[src/rtl/uart_flag_pkg.sv]
package uart_flag_pkg;
  localparam int unsigned REG_W   = 8;
  localparam int unsigned NUM_ERR = 3;
  // bit positions in the status word
  localparam int unsigned POS_RDF = 7;
  localparam int unsigned POS_TDE = 6;
  localparam int unsigned POS_OVR = 5;
  localparam int unsigned POS_FRM = 4;
  localparam int unsigned POS_PAR = 3;
  localparam int unsigned POS_TXE = 2;
  localparam int unsigned POS_MPR = 1;
  localparam int unsigned POS_MPT = 0;
  // error flags occupy POS_OVR downwards, index 0 = overrun
  localparam int unsigned ERR_TOP = POS_OVR;
endpackage

[src/rtl/flag_cell.sv]
module flag_cell #(
  parameter logic RST_VAL = 1'b0
) (
  input  logic clk,
  input  logic rst_n,
  input  logic set_i,
  input  logic arm_src_i,
  input  logic rd_i,
  input  logic wr_i,
  input  logic wr_bit_i,
  input  logic force_clr_i,
  output logic flag_o
);
  logic flag_q;
  logic armed_q;
  logic clr_wr;

  assign clr_wr = wr_i && armed_q && !wr_bit_i;

  always_ff @(posedge clk or negedge rst_n) begin
    if (!rst_n) begin
      flag_q  <= RST_VAL;
      armed_q <= 1'b0;
    end else begin
      if (clr_wr)
        armed_q <= 1'b0;
      else if (rd_i && arm_src_i)
        armed_q <= 1'b1;
      if (set_i)
        flag_q <= 1'b1;
      else if (clr_wr || force_clr_i)
        flag_q <= 1'b0;
    end
  end

  assign flag_o = flag_q;
endmodule

[src/rtl/err_detect.sv]
module err_detect
  import uart_flag_pkg::*;
(
  input  logic               rx_done_i,
  input  logic [1:0]         stop_bits_i,
  input  logic               par_err_i,
  input  logic               rdata_full_i,
  output logic [NUM_ERR-1:0] set_o
);
  logic unused_second_stop;
  assign unused_second_stop = stop_bits_i[1];

  // index 0 overrun, 1 framing, 2 parity
  assign set_o[0] = rx_done_i && rdata_full_i;
  assign set_o[1] = rx_done_i && !stop_bits_i[0];
  assign set_o[2] = rx_done_i && par_err_i;
endmodule

[src/rtl/mp_bit_unit.sv]
module mp_bit_unit (
  input  logic clk,
  input  logic rst_n,
  input  logic rx_en_i,
  input  logic rx_done_i,
  input  logic rx_mp_i,
  input  logic wr_i,
  input  logic wr_bit_i,
  output logic mp_rx_o,
  output logic mp_tx_o
);
  always_ff @(posedge clk or negedge rst_n) begin
    if (!rst_n) begin
      mp_rx_o <= 1'b0;
      mp_tx_o <= 1'b0;
    end else begin
      if (rx_en_i && rx_done_i) mp_rx_o <= rx_mp_i;
      if (wr_i) mp_tx_o <= wr_bit_i;
    end
  end
endmodule

[src/rtl/uart_flag_bank.sv]
module uart_flag_bank
  import uart_flag_pkg::*;
(
  input  logic             clk,
  input  logic             rst_n,
  input  logic             rx_en,
  input  logic             tx_en,
  input  logic             rx_done,
  input  logic [1:0]       rx_stop_bits,
  input  logic             rx_par_err,
  input  logic             rx_mp_bit,
  input  logic             tx_last_bit,
  input  logic             rdata_full,
  input  logic             tdata_empty,
  input  logic             dma_tdr_wr,
  input  logic             bus_rd,
  input  logic             bus_wr,
  input  logic [REG_W-1:0] bus_wdata,
  output logic [REG_W-1:0] rd_data,
  output logic             mp_tx_bit
);
  logic [NUM_ERR-1:0] err_set;
  logic [NUM_ERR-1:0] err_flag;
  logic               txe_flag;
  logic               txe_set;
  logic               mp_rx;
  logic [2:0]         unused_wbits;

  assign unused_wbits = {bus_wdata[POS_RDF], bus_wdata[POS_TXE], bus_wdata[POS_MPR]};

  err_detect u_det (
    .rx_done_i    (rx_done),
    .stop_bits_i  (rx_stop_bits),
    .par_err_i    (rx_par_err),
    .rdata_full_i (rdata_full),
    .set_o        (err_set)
  );

  for (genvar g = 0; g < NUM_ERR; g++) begin : g_err
    flag_cell #(.RST_VAL(1'b0)) u_cell (
      .clk         (clk),
      .rst_n       (rst_n),
      .set_i       (err_set[g]),
      .arm_src_i   (err_flag[g]),
      .rd_i        (bus_rd),
      .wr_i        (bus_wr),
      .wr_bit_i    (bus_wdata[ERR_TOP-g]),
      .force_clr_i (1'b0),
      .flag_o      (err_flag[g])
    );
  end

  assign txe_set = !tx_en || (tx_last_bit && tdata_empty);

  flag_cell #(.RST_VAL(1'b1)) u_txe (
    .clk         (clk),
    .rst_n       (rst_n),
    .set_i       (txe_set),
    .arm_src_i   (tdata_empty),
    .rd_i        (bus_rd),
    .wr_i        (bus_wr),
    .wr_bit_i    (bus_wdata[POS_TDE]),
    .force_clr_i (dma_tdr_wr),
    .flag_o      (txe_flag)
  );

  mp_bit_unit u_mp (
    .clk       (clk),
    .rst_n     (rst_n),
    .rx_en_i   (rx_en),
    .rx_done_i (rx_done),
    .rx_mp_i   (rx_mp_bit),
    .wr_i      (bus_wr),
    .wr_bit_i  (bus_wdata[POS_MPT]),
    .mp_rx_o   (mp_rx),
    .mp_tx_o   (mp_tx_bit)
  );

  always_comb begin
    rd_data          = '0;
    rd_data[POS_RDF] = rdata_full;
    rd_data[POS_TDE] = tdata_empty;
    for (int i = 0; i < NUM_ERR; i++) rd_data[ERR_TOP-i] = err_flag[i];
    rd_data[POS_TXE] = txe_flag;
    rd_data[POS_MPR] = mp_rx;
    rd_data[POS_MPT] = mp_tx_bit;
  end
endmodule

[config.mk]
export PLATFORM = sky130hd
export DESIGN_NAME = uart_flag_bank
export DESIGN_NICKNAME = d
export VERILOG_FILES = /design/src/rtl/uart_flag_pkg.sv /design/src/rtl/flag_cell.sv /design/src/rtl/err_detect.sv /design/src/rtl/mp_bit_unit.sv /design/src/rtl/uart_flag_bank.sv
export SDC_FILE = /design/constraint.sdc
export NUM_CORES = 1
export LEC_CHECK = 0
export ABC_AREA = 1
export BUFFER_PORTS_ARGS = -buffer_cell sky130_fd_sc_hd__buf_4
export CAP_MARGIN = 0
export CORE_AREA = 2 2 45 47
export CTS_CLUSTER_SIZE = 12
export DETAILED_ROUTE_END_ITERATION = 7
export DIE_AREA = 0 0 47 49
export GPL_TIMING_DRIVEN = 0
export RECOVER_POWER = 25
export SETUP_SLACK_MARGIN = 0.15
export SLEW_MARGIN = 40
export SYNTH_ARGS = -nofsm -noshare
export SYNTH_HDL_FRONTEND = slang
export SYNTH_SLANG_ARGS = --single-unit
[constraint.sdc]
create_clock -name clk -period 0.9 [get_ports clk]
set_input_delay 0.045 -clock clk [delete_from_list [all_inputs] [get_ports clk]]
set_output_delay 0.045 -clock clk [all_outputs]
set_load 0.02 [all_outputs]
==> impl_metrics.ini <==
[synthesis]
synth_cells = 68
syn_nets = 91
ys_seq_area_frac = 0.493
ys_ff_latch = 10
syn_area_sq_um = 510
syn_area_per_cell_sq_um = 7.51
yosys_warnings = 0
yosysUniqueCellTypes = 9

[place]
placed_area_sq_um = 747
place_ws_ns = 0.112
hpwlAfterDp_microns = 857
io_buffers = 27
gp_congestion = 0.673

[final_layout]
n_antenna_cell = 0
fill_cells = 194
final_cell_area_sq_um = 952
drive_gt1_frac = 0.468
syn2layout_area_growth_pct = 86.5
layout.nets = 133

[timing]
setup_viol = 7
report.final.hold_viol_count = 0
fin_crit_sh = 1.15
slew_headroom = 0.626
tightest_slew_ns = 0.561
whs_ns = 0.00893
rsz0062_at_grt = yes
period_minus_slack_ns = 1.03
fmax_ghz = 0.968
fin_worst_skew_ns = 0.000827
setup_slack_ns = -0.133
drv_slew = 0

[die]
die-area_sq_um = 2300
die_w_microns = 47
io_pins = 32
rows = 16
die_h_microns = 49
core-area_sq_um = 1840
start_util = 0.277

[grt]
first_global_vias = 495
gr-usage-all-layers = 0.117
grt_overflow = 0
antenna_found_initial = 0
grt_pass1_wl_mm = 1.90
grt_max_degree = 11

[cts]
insertion_delay_ns = 0.26
clock-sinks = 10
clockBufferDepth = 2
cts_made_buffers = 3
htree_levels = 1
clkTransAtPathRegs_ns = 0.07
cts_tree = yes
root_buffer = clkbuf_4

[power_and_ir_drop]
leakagePower_nw = 0.538
ir_worst_vdd_v = 0.000847
p_per_area_nw_per_um2 = 1640

[worst_setup_path]
critical_path_required_ns = 0.85
worstPathArrival_ns = 0.99
worstSetupEndpointType = primary output
cp_max_fo = 2
crit_path_start_kind = flop
setup.worst_path.class = reg2out

[min_path]
min_path_type = in2reg

[routing]
viasPerCell = 3.85
vias = 524
wl_per_cell_microns = 8.57
drtIter0Drc = 1
drc_errors = 0
wl_mm = 1.17
final_antenna_net_count = 0
dr.pass1.iters = 2

[run_status]
outcome = finished with violations
violations = setup timing

[flow_run]
maxCapViolations = 0
[cell usage after synthesis (all sizes together)]
cell / instances / area share
nor2: 1 / 0.0073
dfrtp: 9 / 0.44
a21boi: 1 / 0.015
nand3: 5 / 0.049
dfstp: 1 / 0.051
inv: 15 / 0.11
o21ai: 1 / 0.0098
nand2: 27 / 0.20
buf: 8 / 0.12
[metrics by stage]
stage	power [W]	utilization	TNS (ns)	instances
6_report	0.00156	0.517	-0.389	136
5_1_grt	0.00167	0.517	-0.686	136
4_1_cts	0.00153	0.497	-0.394	135
3_5_place_dp	0.000991	0.406	0	122
3_3_place_gp	0.000978	0.406	0	122
2_1_floorplan	0.000813	-	0	68
[registers in the layout (all words and copies together) (netlist names)]
signal and cells:
g_err.u_cell.armed_q 3, g_err.u_cell.flag_o 3, u_mp.mp_rx_o 1, u_mp.mp_tx_o 1, u_txe.armed_q 1, u_txe.flag_o 1
[where the power goes]
| group | switching (W) | internal (W) | leakage, nW |
|---|---|---|---|
| clock | 0.000163 | 0.000246 | 0.0210 |
| sequential | 0.0000540 | 0.000530 | 0.111 |
| combinational | 0.000230 | 0.000336 | 0.406 |
[area by class of cell]
cell class	count	area [sq um]	area share
Buffer	8	82.6	0.0867
Clock buffer	4	36.3	0.0381
Inverter	15	56.3	0.0591
Multi-Input combinational cell	35	165	0.173
Sequential cell	10	251	0.264
Tap cell	27	33.8	0.0355
Timing Repair Buffer	37	327	0.343
[worst max-delay path: stages, from the launching register on]
cell	delay, ns
dfstp_2	0.54
buf_6	0.09
buf_6	0.10
[cell families after synthesis]
| kind of cell | share of synthesized area |
|---|---|
| AO/OA/AOI/OAI | 0.0245 |
| AND/OR/NAND/NOR | 0.255 |
| buffers and inverters | 0.228 |
| flip-flops | 0.493 |
[routing by layer]
metal,vias up,GRT usage,routed length (microns)
li1,271,-,-
met1,230,0.139,473
met2,21,0.185,609
met3,2,0.0222,67
met4,0,0.0694,16
met5,-,0,0
[worst paths after layout]
path,from,slack [ns],depth (start not counted),end
min in group asynchronous,rst_n,0.28,2,u_mp.mp_rx_o
worst max-delay path,u_txe.flag_o,-0.13,2,rd_data[2]
max in group asynchronous,rst_n,0.25,2,u_txe.flag_o
worst min-delay path,tx_last_bit,0.009,3,u_txe.flag_o
worst min register to register,u_mp.mp_rx_o,0.50,2,u_mp.mp_rx_o
worst max register to register,u_txe.flag_o,-0.01,5,u_txe.flag_o
[what timing repair did]
item | 4_1_cts | 5_1_grt
hold buffers | 6 | 0
buffers inserted | 3 | 1
pin swaps | 0 | 4
cloned | 0 | 0
gates resized for setup | 13 | 12
endpoints found under the setup margin | 8 | 14
hold endpoints to repair | 15 | 0
[cell usage in the layout, fill, tap and decap left out, drive strengths merged]
| master | instances |
|---|---|
| buf | 38 |
| inv | 15 |
| dfstp | 1 |
| o21ai | 1 |
| nor2 | 1 |
| a21boi | 1 |
| nand2 | 27 |
| nand3 | 5 |
| clkbuf | 5 |
| dfrtp | 9 |
| dlygate4sd3 | 6 |
No activity file was read; power rests on OpenSTA's default activity.
